--- src/rtl/pgs_pkg.sv ---
package pgs_pkg;

    localparam int RAILS = 4;

    typedef enum logic [2:0] {
        SEQ_HOLD   = 3'd0,
        SEQ_RAMP   = 3'd1,
        SEQ_WAIT_B = 3'd2,
        SEQ_WAIT_C = 3'd3,
        SEQ_WAIT_D = 3'd4,
        SEQ_ALL_ON = 3'd5
    } seq_state_t;

    typedef struct packed {
        logic uv_flt;
        logic ov_flt;
        logic por_ok;
    } window_t;

    // Thermometer of enables that a sequencer state has already reached.
    function automatic logic [RAILS-1:0] reached_mask(seq_state_t s);
        logic [RAILS-1:0] m;
        case (s)
            SEQ_WAIT_B: m = 4'b0001;
            SEQ_WAIT_C: m = 4'b0011;
            SEQ_WAIT_D: m = 4'b0111;
            SEQ_ALL_ON: m = 4'b1111;
            default:    m = 4'b0000;
        endcase
        return m;
    endfunction

    function automatic logic is_stage_wait(seq_state_t s);
        return (s == SEQ_WAIT_B) || (s == SEQ_WAIT_C) || (s == SEQ_WAIT_D);
    endfunction

endpackage

--- src/rtl/pgs_window.sv ---
module pgs_window
    import pgs_pkg::*;
(
    input  logic    clk,
    input  logic    rst,
    input  logic    uv_above_hi,
    input  logic    uv_below_lo,
    input  logic    ov_above_hi,
    input  logic    ov_below_lo,
    input  logic    por_done,
    output window_t win,
    output logic    fault
);

    window_t win_q;

    // Trip inputs win over clear inputs if both are seen together.
    always_ff @(posedge clk) begin
        if (rst) begin
            win_q.uv_flt <= 1'b1;
            win_q.ov_flt <= 1'b0;
            win_q.por_ok <= 1'b0;
        end else begin
            if (uv_below_lo)      win_q.uv_flt <= 1'b1;
            else if (uv_above_hi) win_q.uv_flt <= 1'b0;

            if (ov_above_hi)      win_q.ov_flt <= 1'b1;
            else if (ov_below_lo) win_q.ov_flt <= 1'b0;

            win_q.por_ok <= por_done;
        end
    end

    assign win   = win_q;
    assign fault = win_q.uv_flt | win_q.ov_flt | ~win_q.por_ok;

endmodule

--- src/rtl/pgs_ramp_timer.sv ---
module pgs_ramp_timer #(
    parameter int RAMP_W = 16
) (
    input  logic              clk,
    input  logic              rst,
    input  logic              run,
    input  logic              tick,
    input  logic [RAMP_W-1:0] limit,
    output logic              done
);

    logic [RAMP_W-1:0] cnt_q;
    logic [RAMP_W-1:0] last;

    assign last = (limit == '0) ? '0 : limit - RAMP_W'(1);
    assign done = run && tick && (cnt_q == last);

    always_ff @(posedge clk) begin
        if (rst || !run || done) cnt_q <= '0;
        else if (tick)           cnt_q <= cnt_q + RAMP_W'(1);
    end

endmodule

--- src/rtl/pgs_stage_timer.sv ---
module pgs_stage_timer #(
    parameter int CODE_W  = 8,
    parameter int PERIODS = 255
) (
    input  logic              clk,
    input  logic              rst,
    input  logic              run,
    input  logic              tick,
    input  logic [CODE_W-1:0] code,
    output logic              done
);

    localparam int PER_W = $clog2(PERIODS + 1);

    logic [CODE_W-1:0] phase_q;
    logic              discharge_q;
    logic [PER_W-1:0]  period_q;
    logic [CODE_W-1:0] phase_last;
    logic              phase_end;
    logic              period_end;

    // A zero code behaves as the shortest phase of one tick.
    assign phase_last = (code == '0) ? '0 : code - CODE_W'(1);
    assign phase_end  = run && tick && (phase_q == phase_last);
    assign period_end = phase_end && discharge_q;
    assign done       = period_end && (period_q == PER_W'(PERIODS - 1));

    always_ff @(posedge clk) begin
        if (rst || !run || done) begin
            phase_q     <= '0;
            discharge_q <= 1'b0;
            period_q    <= '0;
        end else if (tick) begin
            if (phase_end) begin
                phase_q     <= '0;
                discharge_q <= ~discharge_q;
                if (period_end) period_q <= period_q + PER_W'(1);
            end else begin
                phase_q <= phase_q + CODE_W'(1);
            end
        end
    end

endmodule

--- src/rtl/pgs_flag_drive.sv ---
module pgs_flag_drive
    import pgs_pkg::*;
#(
    parameter bit ACTIVE_HIGH = 1'b1
) (
    input  seq_state_t       state,
    input  logic             fault,
    output logic [RAILS-1:0] pg_o,
    output logic             all_on
);

    logic [RAILS-1:0] active;

    assign active = reached_mask(state) & {RAILS{~fault}};
    assign all_on = &active;

    for (genvar g = 0; g < RAILS; g++) begin : g_rail
        if (ACTIVE_HIGH) begin : g_hi
            assign pg_o[g] = active[g];
        end else begin : g_lo
            assign pg_o[g] = ~active[g];
        end
    end

endmodule

--- src/rtl/pgood_sequencer.sv ---
module pgood_sequencer
    import pgs_pkg::*;
#(
    parameter bit ACTIVE_HIGH = 1'b1,
    parameter int RAMP_W      = 16,
    parameter int CODE_W      = 8,
    parameter int PERIODS     = 255
) (
    input  logic              clk,
    input  logic              rst,
    input  logic              uv_above_hi,
    input  logic              uv_below_lo,
    input  logic              ov_above_hi,
    input  logic              ov_below_lo,
    input  logic              por_done,
    input  logic              tick,
    input  logic [RAMP_W-1:0] ramp_len,
    input  logic [CODE_W-1:0] dly_b,
    input  logic [CODE_W-1:0] dly_c,
    input  logic [CODE_W-1:0] dly_d,
    output logic [3:0]        pg_o,
    output logic              chain_ready
);

    window_t           win;
    logic              fault_q;
    seq_state_t        state_q;
    seq_state_t        state_d;
    logic              ramp_run;
    logic              ramp_done;
    logic              stage_run;
    logic              stage_done;
    logic [CODE_W-1:0] stage_code;

    pgs_window u_window (
        .clk         (clk),
        .rst         (rst),
        .uv_above_hi (uv_above_hi),
        .uv_below_lo (uv_below_lo),
        .ov_above_hi (ov_above_hi),
        .ov_below_lo (ov_below_lo),
        .por_done    (por_done),
        .win         (win),
        .fault       (fault_q)
    );

    assign ramp_run  = (state_q == SEQ_RAMP) && !fault_q;
    assign stage_run = is_stage_wait(state_q) && !fault_q;

    always_comb begin
        case (state_q)
            SEQ_WAIT_C: stage_code = dly_c;
            SEQ_WAIT_D: stage_code = dly_d;
            default:    stage_code = dly_b;
        endcase
    end

    pgs_ramp_timer #(.RAMP_W(RAMP_W)) u_ramp (
        .clk   (clk),
        .rst   (rst),
        .run   (ramp_run),
        .tick  (tick),
        .limit (ramp_len),
        .done  (ramp_done)
    );

    pgs_stage_timer #(.CODE_W(CODE_W), .PERIODS(PERIODS)) u_stage (
        .clk   (clk),
        .rst   (rst),
        .run   (stage_run),
        .tick  (tick),
        .code  (stage_code),
        .done  (stage_done)
    );

    // A fault outranks every timing step in the same cycle.
    always_comb begin
        state_d = state_q;
        if (fault_q) begin
            state_d = SEQ_HOLD;
        end else begin
            case (state_q)
                SEQ_HOLD:   state_d = SEQ_RAMP;
                SEQ_RAMP:   if (ramp_done)  state_d = SEQ_WAIT_B;
                SEQ_WAIT_B: if (stage_done) state_d = SEQ_WAIT_C;
                SEQ_WAIT_C: if (stage_done) state_d = SEQ_WAIT_D;
                SEQ_WAIT_D: if (stage_done) state_d = SEQ_ALL_ON;
                SEQ_ALL_ON: state_d = SEQ_ALL_ON;
                default:    state_d = SEQ_HOLD;
            endcase
        end
    end

    always_ff @(posedge clk) begin
        if (rst) state_q <= SEQ_HOLD;
        else     state_q <= state_d;
    end

    pgs_flag_drive #(.ACTIVE_HIGH(ACTIVE_HIGH)) u_drive (
        .state  (state_q),
        .fault  (fault_q),
        .pg_o   (pg_o),
        .all_on (chain_ready)
    );

endmodule

--- config.mk ---
export PLATFORM = sky130hd
export DESIGN_NAME = pgood_sequencer
export DESIGN_NICKNAME = d
export VERILOG_FILES = /design/src/rtl/pgs_pkg.sv /design/src/rtl/pgs_window.sv /design/src/rtl/pgs_ramp_timer.sv /design/src/rtl/pgs_stage_timer.sv /design/src/rtl/pgs_flag_drive.sv /design/src/rtl/pgood_sequencer.sv
export SDC_FILE = /design/constraint.sdc
export NUM_CORES = 1
export LEC_CHECK = 0
export ABC_CLOCK_PERIOD_IN_PS = 5800
export BUFFER_PORTS_ARGS = -buffer_cell sky130_fd_sc_hd__buf_2
export CAP_MARGIN = 20
export CORE_ASPECT_RATIO = 1.25
export CORE_UTILIZATION = 63
export CTS_CLUSTER_DIAMETER = 50
export CTS_CLUSTER_SIZE = 25
export DETAILED_ROUTE_END_ITERATION = 10
export HOLD_SLACK_MARGIN = 0.06
export PLACE_DENSITY = 0.87
export REMOVE_ABC_BUFFERS = 1
export SLEW_MARGIN = 5
export SYNTH_ARGS = -nofsm -noshare
export SYNTH_HDL_FRONTEND = slang
export SYNTH_SLANG_ARGS = --single-unit
--- constraint.sdc ---
create_clock -name clk -period 5.8 [get_ports clk]
set_clock_uncertainty 0.15 [all_clocks]
set_input_delay 0.58 -clock clk [delete_from_list [all_inputs] [get_ports clk]]
set_output_delay 0.58 -clock clk [all_outputs]
set_load 0.03 [all_outputs]
Word level (Yosys, flattened, before mapping) --
Index checks and enable logic that the tools add are counted.
Operators by class: equality and inequality tests 12, muxes and demuxes 12, bitwise gates (word level) 6, add/subtract/negate cells 5, reduce and logical (&&, ||, !) cells 27
Operators with widths (number):
- $pmux W3 S6 | 1
- $add A16 B1 Y16 const B | 1
- $add A8 B1 Y8 const B | 2
- $eq A16 B16 Y1 | 1
- $logic_not A16 Y1 | 1
- $mux W16 | 1
- $mux W8 | 2
- $pmux W4 S4 | 1
- $pmux W8 S2 | 1
- $sub A16 B1 Y16 const B | 1
- $mux W3 | 4
- $eq A8 B8 Y1 | 1
- $eq A8 B8 Y1 const B | 1
- $logic_and A1 B1 Y1 | 8
- $logic_not A8 Y1 | 1
- $ne A2 B1 Y1 const B | 4
- $reduce_and A4 Y1 | 2
- $sub A8 B1 Y8 const B | 1
- $eq A3 B2 Y1 const B | 2
- $eq A3 B3 Y1 const B | 2
- $logic_or A1 B1 Y1 | 6
- $and A4 B4 Y4 | 1
- $reduce_or A2 Y1 | 2
- $eq A3 B1 Y1 const B | 1
- other kinds (8) | 14
Storage, ports and cells: word-level logic and storage cells 70, input bits 48, register bits 39, output and inout port bits 5

Depth between registers and ports, before layout --
Gate-level depths: netlist (run 1).
depth in word-level cells 10, depth in mapped cells 16, gate-level depth less buffers 11

Modules after synthesis --
Synthesis (run 1) repeated with hierarchy kept, for this count alone.
Second synthesis, totals: cell total of the unflattened synthesis 454, area, all modules 3529.6 um^2
By module, submodules not included:
- pgs_ramp_timer | area each 1631.6 um^2, cells an instance 204, sequential area each 320.3 um^2, instances 1
- pgs_stage_timer | area each 1198.6 um^2, cells an instance 151, sequential area each 340.3 um^2, instances 1
- pgood_sequencer | area each 534.3 um^2, cells an instance 78, sequential area each 60.1 um^2, instances 1
- pgs_window | area each 105.1 um^2, cells an instance 12, sequential area each 60.1 um^2, instances 1
- pgs_flag_drive | area each 60.1 um^2, cells an instance 9, sequential area each 0.0 um^2, instances 1

Worst setup path after synthesis (run 1) --
Ideal clock, no wire load.
path type input port to flip-flop, start point input port dly_d[1], end point register u_stage.period_q[7], cell stages on the path 13, library setup time 72 ps, setup slack 2222 ps, arrival time 3356 ps, required time 5578 ps, buffers on the path 3, cell sequence or3b_2 > a2bb2oi_1 > nor2_1 > ha_1 > buf_1 > o21ai_0 > nand2_1 > a32o_1 > or4b_1 > buf_2 > buf_2 > nor4_2 > mux2i_1
Between the ends: longest elaborated chain between the ends 8, elaborated cells on any way between the ends 10, those cells by class add/sub (1); eq/ne (1); mux (2); reduce/logical (6)
RTL lines:
- start, declared | line pgood_sequencer.sv:20 | input logic [CODE_W-1:0] dly_d,
- $pmux W8 S2 (*) | line pgood_sequencer.sv:51 | case (state_q)
- $sub A8 B1 Y8 / $logic_not A8 Y1 (equally long branches) | line pgs_stage_timer.sv:23 | assign phase_last = (code == '0) ? '0 : code - CODE_W'(1);
- $mux W8 (*) | line pgs_stage_timer.sv:23
- $eq A8 B8 Y1 (*) | line pgs_stage_timer.sv:24 | assign phase_end = run && tick && (phase_q == phase_last);
- $logic_and A1 B1 Y1 (*) | line pgs_stage_timer.sv:24
- $logic_and A1 B1 Y1 | line pgs_stage_timer.sv:25 | assign period_end = phase_end && discharge_q;
- $logic_and A1 B1 Y1 | line pgs_stage_timer.sv:26 | assign done = period_end && (period_q == PER_W'(PERIODS - 1));
- $logic_or A1 B1 Y1 | line pgs_stage_timer.sv:29 | if (rst || !run || done) begin
- end signal, assigned | line pgs_stage_timer.sv:37 | if (period_end) period_q <= period_q + PER_W'(1);
- end, declared | line pgs_stage_timer.sv:17 | logic [PER_W-1:0] period_q;
Mark *: on every way between the ends. The rest lies on a longest branch, timed or not. A chain may end at the register's enable or synchronous reset.

Worst setup path after layout (run 1) --
start point register state_q[0], end point register u_stage.period_q[1]
Between the ends: longest elaborated chain between the ends 9, elaborated cells on any way between the ends 19, those cells by class add/sub (1); eq/ne (4); mux (2); reduce/logical (12)
RTL lines:
- start, declared | line pgood_sequencer.sv:27 | seq_state_t state_q;
- start signal, assigned | line pgood_sequencer.sv:96 | else state_q <= state_d;
- $eq A3 B3 Y1 (tied with other cells) | line pgs_pkg.sv:34, pgood_sequencer.sv:51
- $pmux W8 S2 / $logic_or A1 B1 Y1 (equally long branches) | line pgood_sequencer.sv:51, pgs_pkg.sv:34
- $sub A8 B1 Y8 (tied with other cells) | line pgs_stage_timer.sv:23
- $mux W8 / $logic_and A1 B1 Y1 (equally long branches) | line pgs_stage_timer.sv:23, pgood_sequencer.sv:48
- $eq A8 B8 Y1 / $logic_and A1 B1 Y1 (equally long branches) | line pgs_stage_timer.sv:24
- $logic_and A1 B1 Y1 | line pgs_stage_timer.sv:24
- $logic_and A1 B1 Y1 | line pgs_stage_timer.sv:25
- $logic_and A1 B1 Y1 | line pgs_stage_timer.sv:26
- $logic_or A1 B1 Y1 | line pgs_stage_timer.sv:29
Parallel ways exist; a longest one is shown, timed or not.

==> results of run 1 <==
-- sequential cells by signal (all words and copies together), names as in the netlist --
| signal | flops |
|---|---|
| u_stage.period_q | 8 |
| u_stage.discharge_q | 1 |
| u_stage.phase_q | 8 |
| u_window.win | 3 |
| state_q | 3 |
| u_ramp.cnt_q | 16 |
-- worst paths after layout --
kind | from | to | slack [ps] | cells past startpoint
setup / recovery | state_q[0]$_SDFFE_PP0P_ | u_stage.period_q[1]$_SDFFE_PP0P_ | 1250 | 10
hold / removal | uv_above_hi | u_window.win[2]$_SDFFE_PP1P_ | 300 | 2
hold reg to reg | u_window.win[2]$_SDFFE_PP1P_ | u_window.win[2]$_SDFFE_PP1P_ | 320 | 2
setup reg to reg | state_q[0]$_SDFFE_PP0P_ | u_stage.period_q[1]$_SDFFE_PP0P_ | 1250 | 10
-- cell families after synthesis --
kind of cell	share of synthesized area
compound gates	0.238
xor+xnor	0.107
fa+ha+maj	0.0243
buf+inv	0.0581
flops	0.217
mux	0.0278
simple gates	0.327
-- layout make-up --
cell class	count	share of cell area
timing repair buffer	54	0.0715
clock inverter	3	0.0120
clock buffer	5	0.0174
tap	64	0.0203
inverter	23	0.0218
sequential	39	0.197
multi-input combinational	390	0.659
-- per-stage QoR --
step	instance area [sq um]	power, mW	cells	utilization
floorplan	3470	0.329	452	-
global placement	3820	0.363	569	0.697
detailed placement	3820	0.366	569	0.697
CTS	3940	0.603	577	0.719
global route	3950	0.625	578	0.721
finish	3950	0.601	578	0.721
-- power by group through the flow --
stage	registers, mW	logic [mW]	clock network (mW)
final	0.270	0.0918	0.239
after global routing	0.270	0.101	0.254
after CTS	0.270	0.0904	0.242
after detailed placement	0.276	0.0897	0
after global placement	0.276	0.0872	0
after floorplan	0.276	0.0534	0
-- layer usage --
| layer | routed length (um) | GRT usage | part of all wire | vias to the layer above |
|---|---|---|---|---|
| met1 | 3730 | 0.363 | 0.41 | 1778 |
| met2 | 4690 | 0.562 | 0.52 | 101 |
| met3 | 345 | 0.0395 | 0.038 | 29 |
| met4 | 316 | 0.141 | 0.035 | 0 |
| met5 | 0 | 0 | 0 | - |
| li1 | - | - | - | 1854 |
-- layout by cell type, fill, tap and decap left out, types with 4 or more instances in the layout --
cell,netlist,routed
mux2i_1,10,10
a21boi_0,4,4
nor3b_1,9,9
xor2_1,16,16
and3_1,13,13
and2_1,8,8
o22ai_1,5,5
buf_2,8,52
clkbuf_8,0,5
a21oi_1,14,14
o21ai_0,21,21
ha_1,7,7
nand4_1,14,14
o2111ai_1,5,5
nand4b_1,6,6
xnor2_1,28,28
inv_1,23,23
nand2b_1,4,4
or4_1,5,5
or3_1,4,4
nor4_1,4,4
o31ai_1,6,6
dfxtp_1,39,39
o41ai_1,6,6
nand3_1,25,25
nor2_1,47,47
o211ai_1,5,5
a211oi_1,13,13
nor3_1,17,17
nor2b_1,11,11
nand2_1,31,31
-- worst register-to-register path: cells and delay by family (launching register included) --
| kind | cells | cell delay [ps] |
|---|---|---|
| DFF | 1 | 900 |
| and+or+nand+nor | 5 | 1390 |
| adders and majority gates | 1 | 280 |
| AOI/OAI and AO/OA | 4 | 1770 |
==> flow_metrics.py, run 1 <==
metrics = {
    "clock_network": {
        "ctsResizeCount": 0,
        "clockBufferDepth": 2,
        "cts-buffers-inserted": 5,
        "htree_levels": 2,
        "root_buffer": "clkbuf_8",
        "cts.clk_slew.worst_paths_ps": 90,
        "cts.sinks": 39,
        "post_cts_buffers": 0,
        "cts_tree": "yes",
        "clk_latency_ps": 300,
        "cts_hold_buf": 0,
    },
    "power": {
        "p_int_uw": 438,
        "p_per_area_nw_per_um2": 152,
        "p_leak_nw": 1.36,
        "ir_worst_vdd_v": 0.000130,
        "clkPwrFrac": 0.398,
        "p_sw_frac": 0.271,
        "switching_power_uw": 163,
        "seqPwrFrac": 0.449,
        "power_frac_comb": 0.153,
    },
    "timing": {
        "post-route-min-period_ps": 4550,
        "fin_crit_sh": 0.785,
        "slew_violations": 0,
        "tightestPinTransition_ps": 913,
        "finalSetupTns_ps": 0,
        "fmax_ghz": 0.220,
        "setup_viol": 0,
        "fin_ws_ps": 1250,
        "rsz0062_at_grt": "false",
        "whs_ps": 302,
        "relSlewSlack": 0.384,
        "hold_viol": 0,
    },
    "yosys": {
        "synth_area_per_cell_sq_um": 7.59,
        "netlist.area_leader.share": 0.217,
        "synth_edf_count": 0,
        "async_flop_share": 0,
        "synth_cells": 474,
        "syn_area_sq_um": 3600,
        "ys.warnings.count": 0,
        "ys_top_cells_by_count": "47 x nor2_1, 39 x dfxtp_1, 31 x nand2_1",
        "seq_area_frac_synth": 0.217,
        "synthTopCellsByArea": "dfxtp_1 22%, xnor2_1 6.8%, nor2_1 4.9%",
        "synthFlopType": "dfxtp_1",
        "ys_seq_elements": 39,
        "synth.distinct_cells": 71,
        "synth_most_common_cell": "nor2_1",
        "synth_largest_area_cell": "dfxtp_1",
    },
    "floorplanning": {
        "core_area_sq_um": 5480,
        "die_h_um": 86.5,
        "ioPinCount": 53,
        "die_area_sq_um": 6020,
        "initial_core_util": 0.656,
        "die_x_um": 69.6,
        "num_rows": 30,
    },
    "drt": {
        "avgRoutedWirePerCell_um": 15.7,
        "via_count": 3762,
        "drt_iter0_drc": 218,
        "dr.pass1.iters": 4,
        "via_per_inst": 6.51,
        "drc_errors": 0,
        "wl_um": 9080,
        "ant_nets": 0,
    },
    "global_routing": {
        "grt_max_degree": 37,
        "grt_pass1_wl_um": 15500,
        "grt_pass1_vias": 3497,
        "grt_use_total": 0.310,
        "grt_antenna_before_repair": 0,
        "grt_overflow_total": 0,
    },
    "critical_path": {
        "max_stage_delay_ps": 900,
        "path_max_fanout": 32,
        "startpoint_type": "flop",
        "cp_cell_sequence": "and2_1 > or3_1 > nand3_2 > ha_1 > a31oi_1 > nand2_1 > o311ai_0 > o211ai_1 > or4_1 > a211oi_1",
        "worstPathRequired_ps": 5870,
        "path_class": "reg -> reg",
        "crit_arrival_ps": 4620,
        "crit_slowest_cell": "dfxtp_1",
        "critPathTopFamily": "compound AO/OA/AOI/OAI gates",
        "critPathCaptureType": "flop",
        "cp.buffers_inverters": 0,
    },
    "run_status": {
        "outcome": "finished clean",
    },
    "placement": {
        "post-place-ws_ps": 1150,
        "place_congestion": 0.930,
        "port_buffers": 52,
        "hpwl_um": 7010,
    },
    "layout": {
        "area_growth_pct": 9.91,
        "seq_area_sq_um": 781,
        "drive_gt1_frac": 0.154,
        "multi_input_area_sq_um": 2610,
        "antenna_cells": 0,
        "nets": 568,
        "n_fill_cell": 480,
    },
    "worst_hold_path": {
        "hold_path_class": "in -> reg",
    },
    "flow_run": {
        "maxCapViolCount": 0,
    },
}
Note: power is estimated with default switching activity, not from simulation.
==> run 2, diff against run 1 <==
Settings changed: ABC_CLOCK_PERIOD_IN_PS 5800 to 4660, CORE_UTILIZATION 63 to 58, PLACE_DENSITY 0.87 to 0.81.
Clock period 5.8 ns to 4.66 ns, I/O delays scaled along.
==> flow_metrics.py, run 2 (synthesis results as in run 1) <==
metrics = {
    "clock_network": {
        "cts.clk_slew.worst_paths_ps": 90,
        "htree_levels": 2,
        "cts.sinks": 39,
        "cts_hold_buf": 0,
        "clk_latency_ps": 300,
        "cts-buffers-inserted": 5,
        "root_buffer": "clkbuf_8",
        "clockBufferDepth": 2,
        "cts_tree": "yes",
    },
    "drt": {
        "via_per_inst": 6.28,
        "ant_nets": 0,
        "via_count": 3766,
        "avgRoutedWirePerCell_um": 15.6,
        "drc_errors": 0,
        "dr.pass1.iters": 5,
        "wl_um": 9330,
        "drt_iter0_drc": 137,
    },
    "timing": {
        "slew_violations": 0,
        "fin_crit_sh": 0.934,
        "finalSetupTns_ps": 0,
        "setup_viol": 0,
        "fmax_ghz": 0.230,
        "tightestPinTransition_ps": 879,
        "whs_ps": 185,
        "rsz0062_at_grt": "false",
        "relSlewSlack": 0.411,
        "fin_ws_ps": 309,
        "post-route-min-period_ps": 4350,
        "hold_viol": 0,
    },
    "critical_path": {
        "path_max_fanout": 28,
        "startpoint_type": "flop",
        "path_class": "reg -> reg",
        "critPathCaptureType": "flop",
        "crit_arrival_ps": 4410,
        "worstPathRequired_ps": 4720,
    },
    "worst_hold_path": {
        "hold_path_class": "in -> reg",
    },
    "layout": {
        "postLayoutCoreUtil": 0.678,
        "n_fill_cell": 546,
        "design_area_sq_um": 4000,
        "mostFrequentLayoutCell": "buf_2",
        "drive_gt1_frac": 0.162,
        "top_regs": "u_ramp.cnt_q x16, u_stage.period_q x8, u_stage.phase_q x8",
        "seq_area_sq_um": 782,
        "nets": 572,
        "antenna_cells": 0,
        "area_growth_pct": 11.2,
        "final_cells": 600,
        "most-common-layout-cells": "52 x buf_2, 47 x nor2_1, 38 x dfxtp_1",
        "top_register": "u_ramp.cnt_q",
        "largest_register_ffs": 16,
        "multi_input_area_sq_um": 2610,
    },
    "floorplanning": {
        "core_area_sq_um": 5900,
        "ioPinCount": 53,
        "initial_core_util": 0.610,
        "die_area_sq_um": 6520,
        "die_h_um": 90.1,
        "num_rows": 31,
        "die_x_um": 72.4,
    },
    "global_routing": {
        "grt_pass1_vias": 3439,
        "grt_pass1_wl_um": 15200,
        "grt_use_total": 0.289,
        "grt_overflow_total": 0,
        "grt_antenna_before_repair": 0,
        "grt_max_degree": 33,
    },
    "placement": {
        "place_congestion": 0.931,
        "hpwl_um": 7170,
        "placed_cells": 592,
        "post-place-ws_ps": 364,
        "dpl-instance-area_sq_um": 3880,
        "port_buffers": 52,
    },
    "power": {
        "p_leak_nw": 1.38,
        "p_per_area_nw_per_um2": 187,
        "ir_worst_vdd_v": 0.000151,
        "design_power_total_uw": 750,
    },
    "run_status": {
        "outcome": "finished clean",
    },
    "flow_run": {
        "maxCapViolCount": 0,
    },
}
run 2: cell types whose count changed in the layout (fill, tap and decap cells not counted):
| cell | previous run | this run |
|---|---|---|
| clkinvlp_4 | 0 | 1 |
| buf_8 | 1 | 0 |
| dfxtp_1 | 39 | 38 |
| clkinv_4 | 1 | 0 |
| dfxtp_2 | 0 | 1 |
| buf_4 | 1 | 6 |
run 2: worst max-delay path, stage by stage (launching register included):
cell and delay (ps):
dfxtp_1 860, a21boi_0 210, a2bb2oi_1 210, nor2_1 180, ha_1 210, nand3_1 180, o31ai_1 390, mux2i_1 150
a211oi_2 260, or4b_1 740, or4_1 500, a211oi_1 230
run 2: repair_timing:
| action | CTS | global route |
|---|---|---|
| endpoints found under the hold margin | 0 | 0 |
| setup buffers | 0 | 0 |
| endpoints found under the setup margin | 0 | 8 |
| gates resized for setup | 0 | 1 |
run 2: worst paths after layout:
kind         cells after the start  slack, ps                          endpoint                    startpoint
min                              2        180      u_window.win[2]$_SDFFE_PP1P_                   uv_above_hi
min reg2reg                      2        330      u_window.win[2]$_SDFFE_PP1P_  u_window.win[2]$_SDFFE_PP1P_
max                             11        310  u_stage.period_q[1]$_SDFFE_PP0P_       state_q[1]$_SDFFE_PP0P_
max reg2reg                     11        310  u_stage.period_q[1]$_SDFFE_PP0P_       state_q[1]$_SDFFE_PP0P_
run 2: per-layer routing:
metal  vias up  track usage  wire length, um
met1      1783        0.322             3790
met5         -            0                0
li1       1853            -                -
met3        21       0.0437              411
met2       109        0.533             4840
met4         0        0.113              291
run 2: final cells by class:
class | instances | share of cell area
Tap cell | 82 | 0.0257
Clock buffer | 5 | 0.0172
Inverter | 23 | 0.0216
Timing Repair Buffer | 58 | 0.0763
Clock inverter | 3 | 0.0116
Multi-Input combinational cell | 390 | 0.652
Sequential cell | 39 | 0.196
run 2: report_power, final:
group,switching (mW),leakage [nW],total (mW),internal [mW]
Sequential,0.00134,0.315,0.336,0.334
Clock,0.136,0.0548,0.297,0.161
Combinational,0.0676,1.01,0.117,0.0491
Total,0.205,1.38,0.750,0.545
==> run 3, diff against run 2 <==
==> constraint.sdc (replaced) <==
create_clock -name clk -period 4.66 [get_ports clk]
set_clock_uncertainty 0.15 [all_clocks]
set_input_delay 0.932 -clock clk [delete_from_list [all_inputs] [get_ports clk]]
set_output_delay 0.932 -clock clk [all_outputs]
set_load 0.03 [all_outputs]
==> flow_metrics.py, run 3 (synthesis results as in run 1) <==
metrics = {
    "layout": {
        "top_register": "u_ramp.cnt_q",
        "mostFrequentLayoutCell": "buf_2",
        "seq_area_sq_um": 781,
        "area_growth_pct": 13.2,
        "drive_gt1_frac": 0.176,
        "multi_input_area_sq_um": 2610,
        "final_cells": 610,
        "antenna_cells": 0,
        "most-common-layout-cells": "52 x buf_2, 47 x nor2_1, 39 x dfxtp_1",
        "n_fill_cell": 508,
        "design_area_sq_um": 4070,
        "top_regs": "u_ramp.cnt_q x16, u_stage.period_q x8, u_stage.phase_q x8",
        "nets": 582,
        "largest_register_ffs": 16,
        "postLayoutCoreUtil": 0.691,
    },
    "floorplanning": {
        "initial_core_util": 0.610,
        "die_area_sq_um": 6520,
        "die_x_um": 72.4,
        "ioPinCount": 53,
        "core_area_sq_um": 5900,
        "die_h_um": 90.1,
        "num_rows": 31,
    },
    "placement": {
        "dpl-instance-area_sq_um": 3960,
        "place_congestion": 0.994,
        "port_buffers": 52,
        "hpwl_um": 7560,
        "post-place-ws_ps": 178,
        "placed_cells": 602,
    },
    "clock_network": {
        "htree_levels": 2,
        "cts.clk_slew.worst_paths_ps": 90,
        "cts-buffers-inserted": 5,
        "clockBufferDepth": 2,
        "clk_latency_ps": 300,
        "cts.sinks": 39,
        "cts_tree": "yes",
        "post_cts_buffers": 0,
        "cts_hold_buf": 0,
        "ctsResizeCount": 0,
        "root_buffer": "clkbuf_8",
    },
    "timing": {
        "finalSetupTns_ps": 0,
        "whs_ps": 334,
        "rsz0062_at_grt": "false",
        "relSlewSlack": 0.502,
        "setup_viol": 0,
        "fmax_ghz": 0.228,
        "post-route-min-period_ps": 4390,
        "slew_violations": 0,
        "tightestPinTransition_ps": 746,
        "fin_ws_ps": 266,
        "hold_viol": 0,
        "fin_crit_sh": 0.943,
    },
    "critical_path": {
        "path_max_fanout": 22,
        "ff2ff_path_depth": 11,
        "crit_slowest_cell": "dfxtp_1",
        "cp_common_cell": "nor2_1",
        "critPathCaptureType": "flop",
        "rrSetupSlack_ps": 270,
        "crit_arrival_ps": 4400,
        "cp-endpoint": "u_stage.phase_q[3]$_SDFFE_PP0P_",
        "r2r-start": "state_q[0]$_SDFFE_PP0P_",
        "worstPathRequired_ps": 4660,
        "r2r-end": "u_stage.phase_q[3]$_SDFFE_PP0P_",
        "crit_start": "state_q[0]$_SDFFE_PP0P_",
        "max_stage_delay_ps": 810,
        "cp_cell_sequence": "a21boi_0 > a2bb2oi_1 > nor2_1 > ha_1 > nand3_1 > o31ai_1 > mux2i_1 > a211oi_2 > or4b_1 > o21ai_1 > nor2_1",
        "path_class": "reg -> reg",
        "startpoint_type": "flop",
    },
    "drt": {
        "dr.pass1.iters": 5,
        "wl_um": 9790,
        "via_per_inst": 6.23,
        "drt_iter0_drc": 159,
        "via_count": 3801,
        "ant_nets": 0,
        "drc_errors": 0,
        "avgRoutedWirePerCell_um": 16.0,
    },
    "worst_hold_path": {
        "hold_path_class": "reg -> reg",
        "holdPathStages": 2,
    },
    "global_routing": {
        "grt_use_total": 0.298,
        "grt_pass1_wl_um": 15600,
        "grt_antenna_before_repair": 0,
        "grt_overflow_total": 0,
        "grt_pass1_vias": 3534,
        "grt_max_degree": 23,
    },
    "flow_run": {
        "maxCapViolCount": 0,
    },
    "run_status": {
        "outcome": "finished clean",
    },
    "power": {
        "p_leak_nw": 1.43,
        "design_power_total_uw": 747,
        "p_per_area_nw_per_um2": 183,
        "ir_worst_vdd_v": 0.000161,
    },
}
-- run 3: cell count changes in the layout (fill, tap and decap cells not counted) --
| cell | delta |
|---|---|
| dfxtp_2 | -1 |
| buf_4 | +10 |
| dfxtp_1 | +1 |
-- run 3: worst min-delay path by stage --
stage,startpoint,endpoint,slack (ps)
floorplan,u_window.win[2]$_SDFFE_PP1P_,u_window.win[2]$_SDFFE_PP1P_,290
global placement,u_window.win[2]$_SDFFE_PP1P_,u_window.win[2]$_SDFFE_PP1P_,310
detailed placement,u_window.win[2]$_SDFFE_PP1P_,u_window.win[2]$_SDFFE_PP1P_,320
CTS,u_window.win[2]$_SDFFE_PP1P_,u_window.win[2]$_SDFFE_PP1P_,330
global route,u_stage.period_q[6]$_SDFFE_PP0P_,u_stage.period_q[6]$_SDFFE_PP0P_,370
finish,u_window.win[2]$_SDFFE_PP1P_,u_window.win[2]$_SDFFE_PP1P_,330
-- run 3: area by class of cell --
cell class,instances,share of cell area
multi-input combinational,390,0.640
tap,82,0.0252
clock inverter,3,0.0114
clock buffer,5,0.0169
inverter,23,0.0212
sequential,39,0.192
timing repair buffer,68,0.0934
-- run 3: where the power goes --
| group | switching (mW) | total [mW] | leakage [nW] | internal (mW) |
|---|---|---|---|---|
| registers | 0.00129 | 0.336 | 0.315 | 0.334 |
| clock network | 0.131 | 0.292 | 0.0548 | 0.161 |
| logic | 0.0676 | 0.119 | 1.06 | 0.0512 |
-- run 3: layer usage --
layer	share of wire	vias to the layer above	global-route usage
met5	0	-	0
met4	0.028	0	0.113
met3	0.046	25	0.0269
met2	0.52	120	0.554
met1	0.41	1789	0.340
li1	-	1867	-
-- run 3: critical path: cells and delay by family (launching register included) --
kind                     cells  cell delay, ps
AND/OR/NAND/NOR              4            1290
adder cells (fa/ha/maj)      1             210
AO/OA/AOI/OAI                5            1630
flip-flops                   1             810
multiplexers                 1             160
